File: src/rtl/bitshift_pkg.sv
package bitshift_pkg;
  typedef enum logic [1:0] {
    GRP_SHIFT = 2'd0,
    GRP_TEST  = 2'd1,
    GRP_CLR   = 2'd2,
    GRP_SET   = 2'd3
  } grp_e;

  typedef enum logic [2:0] {
    SH_ROL  = 3'd0,
    SH_ROR  = 3'd1,
    SH_RCL  = 3'd2,
    SH_RCR  = 3'd3,
    SH_SHL0 = 3'd4,
    SH_SAR  = 3'd5,
    SH_SHL1 = 3'd6,
    SH_SHR0 = 3'd7
  } shk_e;

  localparam logic [2:0] MEM_OPND_CODE = 3'd6;

  typedef struct packed {
    logic s;
    logic z;
    logic p;
    logic c;
  } flags_t;
endpackage

File: src/rtl/bitshift_shifter.sv
module bitshift_shifter
  import bitshift_pkg::*;
#(
  parameter int DW = 8
) (
  input  logic [DW-1:0] din,
  input  shk_e          kind,
  input  logic          cin,
  output logic [DW-1:0] dout,
  output logic          cout
);
  localparam int MSB = DW - 1;

  logic          fill_lo;
  logic          fill_hi;
  logic          go_left;

  always_comb begin
    go_left = 1'b0;
    fill_lo = 1'b0;
    fill_hi = 1'b0;
    unique case (kind)
      SH_ROL:  begin go_left = 1'b1; fill_lo = din[MSB]; end
      SH_ROR:  begin go_left = 1'b0; fill_hi = din[0];   end
      SH_RCL:  begin go_left = 1'b1; fill_lo = cin;      end
      SH_RCR:  begin go_left = 1'b0; fill_hi = cin;      end
      SH_SHL0: begin go_left = 1'b1; fill_lo = 1'b0;     end
      SH_SAR:  begin go_left = 1'b0; fill_hi = din[MSB]; end
      SH_SHL1: begin go_left = 1'b1; fill_lo = 1'b1;     end
      SH_SHR0: begin go_left = 1'b0; fill_hi = 1'b0;     end
      default: begin go_left = 1'b0; end
    endcase
  end

  always_comb begin
    if (go_left) begin
      dout = {din[MSB-1:0], fill_lo};
      cout = din[MSB];
    end else begin
      dout = {fill_hi, din[MSB:1]};
      cout = din[0];
    end
  end
endmodule

File: src/rtl/bitshift_bitop.sv
module bitshift_bitop #(
  parameter int DW   = 8,
  parameter int IDXW = $clog2(DW)
) (
  input  logic [DW-1:0]   din,
  input  logic [IDXW-1:0] idx,
  output logic            picked,
  output logic [DW-1:0]   cleared,
  output logic [DW-1:0]   setv
);
  logic [DW-1:0] hit;

  genvar i;
  generate
    for (i = 0; i < DW; i++) begin : g_lane
      assign hit[i]     = (idx == IDXW'(i));
      assign cleared[i] = din[i] & ~hit[i];
      assign setv[i]    = din[i] |  hit[i];
    end
  endgenerate

  assign picked = |(din & hit);
endmodule

File: src/rtl/bitshift_unit.sv
module bitshift_unit
  import bitshift_pkg::*;
#(
  parameter int DW = 8
) (
  input  logic          clk,
  input  logic          rst,
  input  logic          op_valid,
  input  logic [7:0]    op_code,
  input  logic [DW-1:0] operand,
  input  logic          sign_in,
  input  logic          zero_in,
  input  logic          parity_in,
  input  logic          carry_in,
  output logic          res_valid,
  output logic [DW-1:0] result,
  output logic          flag_s,
  output logic          flag_z,
  output logic          flag_p,
  output logic          flag_c,
  output logic          wr_en,
  output logic          mem_sel
);
  localparam int IDXW = $clog2(DW);

  grp_e          grp;
  shk_e          kind;
  logic [2:0]    sel;
  logic [DW-1:0] sh_out;
  logic          sh_c;
  logic          bit_val;
  logic [DW-1:0] clr_out;
  logic [DW-1:0] set_out;
  logic [DW-1:0] nxt_res;
  flags_t        fin;
  flags_t        nxt_f;
  logic          nxt_wr;

  assign grp  = grp_e'(op_code[7:6]);
  assign sel  = op_code[5:3];
  assign kind = shk_e'(sel);
  assign fin  = '{s: sign_in, z: zero_in, p: parity_in, c: carry_in};

  bitshift_shifter #(.DW(DW)) u_shift (
    .din  (operand),
    .kind (kind),
    .cin  (carry_in),
    .dout (sh_out),
    .cout (sh_c)
  );

  bitshift_bitop #(.DW(DW), .IDXW(IDXW)) u_bit (
    .din     (operand),
    .idx     (sel[IDXW-1:0]),
    .picked  (bit_val),
    .cleared (clr_out),
    .setv    (set_out)
  );

  always_comb begin
    nxt_res = operand;
    nxt_f   = fin;
    nxt_wr  = 1'b1;
    unique case (grp)
      GRP_SHIFT: begin
        nxt_res = sh_out;
        nxt_f.s = sh_out[DW-1];
        nxt_f.z = (sh_out == '0);
        nxt_f.p = ~^sh_out;
        nxt_f.c = sh_c;
      end
      GRP_TEST: begin
        nxt_f.z = ~bit_val;
        nxt_wr  = 1'b0;
      end
      GRP_CLR: nxt_res = clr_out;
      GRP_SET: nxt_res = set_out;
      default: nxt_wr  = 1'b0;
    endcase
  end

  always_ff @(posedge clk) begin
    if (rst) begin
      res_valid <= 1'b0;
      result    <= '0;
      flag_s    <= 1'b0;
      flag_z    <= 1'b0;
      flag_p    <= 1'b0;
      flag_c    <= 1'b0;
      wr_en     <= 1'b0;
      mem_sel   <= 1'b0;
    end else if (op_valid) begin
      res_valid <= 1'b1;
      result    <= nxt_res;
      flag_s    <= nxt_f.s;
      flag_z    <= nxt_f.z;
      flag_p    <= nxt_f.p;
      flag_c    <= nxt_f.c;
      wr_en     <= nxt_wr;
      mem_sel   <= (op_code[2:0] == MEM_OPND_CODE);
    end else begin
      res_valid <= 1'b0;
      wr_en     <= 1'b0;
    end
  end
endmodule

File: config.mk
export PLATFORM = sky130hd
export DESIGN_NAME = bitshift_unit
export DESIGN_NICKNAME = d
export VERILOG_FILES = /design/src/rtl/bitshift_pkg.sv /design/src/rtl/bitshift_shifter.sv /design/src/rtl/bitshift_bitop.sv /design/src/rtl/bitshift_unit.sv
export SDC_FILE = /design/constraint.sdc
export NUM_CORES = 1
export LEC_CHECK = 0
export BUFFER_PORTS_ARGS = -buffer_cell sky130_fd_sc_hd__buf_4
export CORE_MARGIN = 2
export CORE_UTILIZATION = 51
export CTS_BUF_LIST = sky130_fd_sc_hd__clkbuf_8 sky130_fd_sc_hd__clkbuf_16
export CTS_CLUSTER_SIZE = 24
export DETAILED_ROUTE_END_ITERATION = 6
export PLACE_DENSITY = 0.87
export SLEW_MARGIN = 5
export SYNTH_ARGS = -nofsm -noshare
export SYNTH_HDL_FRONTEND = slang
export SYNTH_SLANG_ARGS = --single-unit
File: constraint.sdc
create_clock -name clk -period 2 [get_ports clk]
set_input_delay 0.2 -clock clk [delete_from_list [all_inputs] [get_ports clk]]
set_output_delay 0.2 -clock clk [all_outputs]
set_load 0.02 [all_outputs]
After elaboration in Yosys (flattened, before gate mapping)

Cells that the tools add are included.

Output and inout port bits: 15
Flip-flop bits (word level): 15

Muxes and demuxes: 11
Equal/unequal tests: 11
Bitwise gates (word level): 27
Reductions and logical operators: 8

Operator list:

| cell                 | number |
|---|---|
| $pmux W8 S3          | 1 |
| $eq A3 B3 Y1 const B | 5 |
| $not A1 Y1           | 10 |
| $and A1 B1 Y1        | 8 |
| $and A8 B8 Y8        | 1 |
| $logic_not A8 Y1     | 1 |
| $mux W8              | 1 |
| $or A1 B1 Y1         | 8 |
| $reduce_or A4 Y1     | 2 |
| $reduce_or A8 Y1     | 1 |
| $reduce_xnor A8 Y1   | 1 |
| $eq A3 B2 Y1 const B | 2 |
| $pmux W1 S3          | 2 |
| $eq A2 B2 Y1 const B | 2 |
| $mux W1              | 4 |
| $pmux W1 S2          | 2 |
| $eq A3 B1 Y1 const B | 1 |
| $logic_not A3 Y1     | 1 |
| $eq A2 B1 Y1 const B | 1 |
| $logic_not A2 Y1     | 1 |
| $mux W2              | 1 |
| $reduce_or A2 Y1     | 1 |

Depth between registers and ports, before layout

Depth in word-level cells: 6
Gate-level depth with buffers: 10
Mapped depth without buffers: 8

Cells and area by module

Synthesis repeated with hierarchy kept, for this count alone.

Cells, all modules: 133
Area total of the unflattened synthesis: 1283.7 um^2

By module, submodules not included:

| module           | cells an instance | area each (um^2) | times used |
|---|---|---|---|
| bitshift_unit    | 85                | 895.9            | 1 |
| bitshift_bitop   | 31                | 241.5            | 1 |
| bitshift_shifter | 17                | 146.4            | 1 |

Worst setup path before layout

OpenSTA, ideal clock, no wires.

Path kind: input to register
From: input op_code[5]
To: register flag_p
Setup time: 91 ps
Data arrival time: 1709 ps
Stages on the path: 10
Buffers on the path: 2
Path slack: 200 ps
Cell sequence: buf_6 buf_6 nor4b_4 a21oi_4 o31ai_1 ha_1 xnor2_1 xnor2_1 nand2_1 a311oi_1

Longest elaborated chain between the ends: 6
Elaborated cells on any way between the ends: 16

RTL lines:

| item                                 | line                   | RTL |
|---|---|---|
| start: declaration                   | bitshift_unit.sv:9     | `input logic [7:0] op_code,` |
| $eq A3 B1 Y1 (tied with other cells) | bitshift_shifter.sv:22 | `unique case (kind)` |
| $reduce_or A4 Y1 (no line)           | -                      |  |
| $pmux W1 S2                          | bitshift_shifter.sv:22 |  |
| $mux W8 *                            | bitshift_shifter.sv:36 | `if (go_left) begin` |
| $reduce_xnor A8 Y1 *                 | bitshift_unit.sv:69    | `nxt_f.p = ~^sh_out;` |
| $mux W2 *                            | bitshift_unit.sv:64    | `unique case (grp)` |
| end signal: assignment               | bitshift_unit.sv:97    | `flag_p <= nxt_f.p;` |
| end: declaration                     | bitshift_unit.sv:19    | `output logic flag_p,` |

Mark *: on every way between the ends. The rest lies on a longest branch, timed or not.
A chain may end at the register's enable or synchronous reset.

Worst setup path in the final report

From: input op_code[4]
To: register flag_p

Same word-level chain as after synthesis.

==> reports/metrics.cfg <==
[status]
status = finished, final reports clean

[logic_synthesis]
synthesis.area_um2 = 1287
synth_cell_types = 41
syn-num-nets = 174
synth_warnings = 0
synth_area_leaders = dfxtp_1 (23%), mux2i_1 (9.3%), buf_6 (5.2%)
synthMuxAreaShare_pct = 15.45
synthAdderAreaFrac_pct = 3.887
synth_xor_area_share_pct = 2.041
synth_compound_area_share_pct = 19.44
synth.ff_latch_count = 15
yosys.area_share.simple_pct = 24.98
yosysTopAreaCell = dfxtp_1
synth_top_family_by_area = simple AND/OR/NAND/NOR gates
synth_area_per_cell_um2 = 8.758
synth_top_area_share_pct = 23.32
yosysSeqAreaShare_pct = 23.32
syn_inst = 147

[placed_design]
numPortBuffers = 37
place_area_um2 = 1466
routabilityCongestion = 0.8517
place_hpwl_mm = 2.148
dp.cells = 199

[global_route]
grt_pass1_wl_mm = 4.650
antenna_found_initial = 0
grt_use_total_pct = 21.94
grt_max_degree = 28
grt_overflow = 0
grt_pass1_vias = 1029

[floorplanning]
rows = 18
top_level_ports = 38
die_h_um = 54.25
die_x_um = 54.25
die_area_um2 = 2943
initial_utilization_pct = 52.93
design.core.area_um2 = 2432

[clocking]
cts_hold_buf = 0
cts_tree = built
path_clk_slew_ns = 0.06
cts_max_level = 1
clockRootBuffer = clkbuf_8
cts_resized = 0
clock_latency_ns = 0.25
cts_sinks = 15
cts_made_buffers = 3
postCtsSetupBuffers = 0
clockBufferDepth = 2

[routing]
drc = 0
firstDrtPassIters = 4
vias_per_cell = 5.675
vias = 1152
wl_per_cell_um = 14.62
routed_wl_mm = 2.968
drt_first_iter_violations = 15
antenna_left = 0

[timing]
period_needed_ns = 1.655
tightest_slew_ns = 0.3531
fin_crit_sh_pct = 82.74
slew_headroom_pct = 76.46
setup_viol = 0
max_freq_ghz = 0.6043
rsz0062_at_grt = no
hold_violations = 0
finClkSkew_ns = 0
tns_ns = 0
maxSlewViolCount = 0

[critical_path]
rr_startpoint = flag_z$_SDFFE_PP0P_
end_kind = flop
required_ns = 2.17
crit_arrival_ns = 1.82
r2r_cells = 3
crit_path_start_kind = input pin
critPathMaxFanout = 17
critPathKind = in2reg
worstSetupEndpoint = flag_p$_SDFFE_PP0P_
worst-r2r-setup-slack_ns = 1.12
cp-startpoint = op_code[4]
worstReg2RegEnd = flag_z$_SDFFE_PP0P_

[pwr]
power_frac_seq_pct = 37.8
power.density_nw_per_um2 = 581.1
power.switching_uw = 280.1
swShare_pct = 31.87
peakVddDrop_uv = 457.4
p_int_uw = 598.9
p_comb_share_pct = 34.3
clkPwrFrac_pct = 27.9
p_leak_nw = 0.6546

[layout]
layout.nets = 201
diodes = 0
final_cell_mix = buf_4 (37), nand2_1 (16), dfxtp_1 (15), nor2_1 (13), mux2i_1 (12)
fin_cells = 203
layout_commonest_cell = buf_4
design_area_um2 = 1513
synthToLayoutAreaGrowth_pct = 17.49
drive_gt1_share_pct = 31.79

[worst_hold_path]
worst_hold_path_type = in2reg

[job]
maxCapViolCount = 0

[worst min path at each step]
stage                         startpoint                    to  depth (start not counted)
detailed placement  mem_sel$_SDFFE_PP0P_  mem_sel$_SDFFE_PP0P_                          2
global route                   parity_in   flag_p$_SDFFE_PP0P_                          3
floorplan                            rst   flag_p$_SDFFE_PP0P_                          1
finish                         parity_in   flag_p$_SDFFE_PP0P_                          3
global placement    mem_sel$_SDFFE_PP0P_  mem_sel$_SDFFE_PP0P_                          2
CTS                            parity_in   flag_p$_SDFFE_PP0P_                          3
[critical path: stages]
cell and delay (ns):
buf_4 0.18, mux2i_1 0.14, o211ai_2 0.19, o21ai_0 0.13, ha_1 0.31, xnor2_1 0.21
xnor2_1 0.14, nand2_1 0.07, a311oi_1 0.24
[Yosys cell counts, drive strengths merged]
cell type,number
clkbuf,3
nor3b,3
nor4b,1
nor4,1
nand3b,5
and2,1
inv,1
nor2,13
nor2b,2
a21o,1
o21ai,3
a311oi,2
a21oi,10
nand4,1
nand4b,1
a31oi,1
ha,4
mux2i,12
nand2,16
xnor2,3
o31ai,1
dfxtp,15
a32o,1
mux2,7
nand3,1
o311ai,1
or2,1
nand2b,4
a211oi,1
o211ai,11
nor3,8
buf,12
[logic make-up (layout without fill, tap and decap cells)]
kind of cell / count (synthesis) / in the layout
simple gates: 58 / 58
compound gates: 32 / 32
mux: 19 / 19
buf+inv: 16 / 42
flops: 15 / 15
fa+ha+maj: 4 / 4
xor+xnor: 3 / 3
[area by class of cell]
type                    instances  area, um2
multi-input cells             116      847.1
flip-flops and latches         15      300.3
well taps                      30      37.54
repair buffers                 37      277.8
clock inverters                 1      5.005
inverters                       1      3.754
fillers                       225      919.6
clock buffers                   3      41.29
[metal layers]
| metal | share of wire, % | track usage (%) | vias to the layer above | routed length [um] |
|---|---|---|---|---|
| met5 | 0 | 0 | - | 0 |
| met4 | 0.84 | 5.000 | 0 | 25 |
| met3 | 4.3 | 4.918 | 5 | 128 |
| met2 | 52 | 40.36 | 25 | 1541 |
| met1 | 43 | 25.59 | 541 | 1272 |
| li1 | - | - | 581 | - |
[power groups by stage]
stage	Combinational, mW	Sequential, mW	Clock [mW]
2_1_floorplan	0.190	0.364	0
3_3_place_gp	0.292	0.337	0
3_5_place_dp	0.300	0.338	0
4_1_cts	0.303	0.332	0.255
5_1_grt	0.328	0.334	0.267
6_report	0.302	0.332	0.245
[sequential cells by signal (all words and copies together) (netlist names)]
register,flops
flag_z,1
mem_sel,1
wr_en,1
flag_p,1
res_valid,1
result,8
flag_s,1
flag_c,1
[through the flow]
step,util (%),worst slack [ns],hold WS (ns),power (mW)
floorplan,-,0.2001,0.2721,0.5542
global placement,60.29,0.1611,0.4546,0.6287
detailed placement,60.29,0.1020,0.4664,0.6381
CTS,62.19,0.3393,0.2291,0.8893
global route,62.19,0.1979,0.2439,0.9282
finish,62.19,0.3452,0.2300,0.8790
Power figures use the tool's default switching activity.
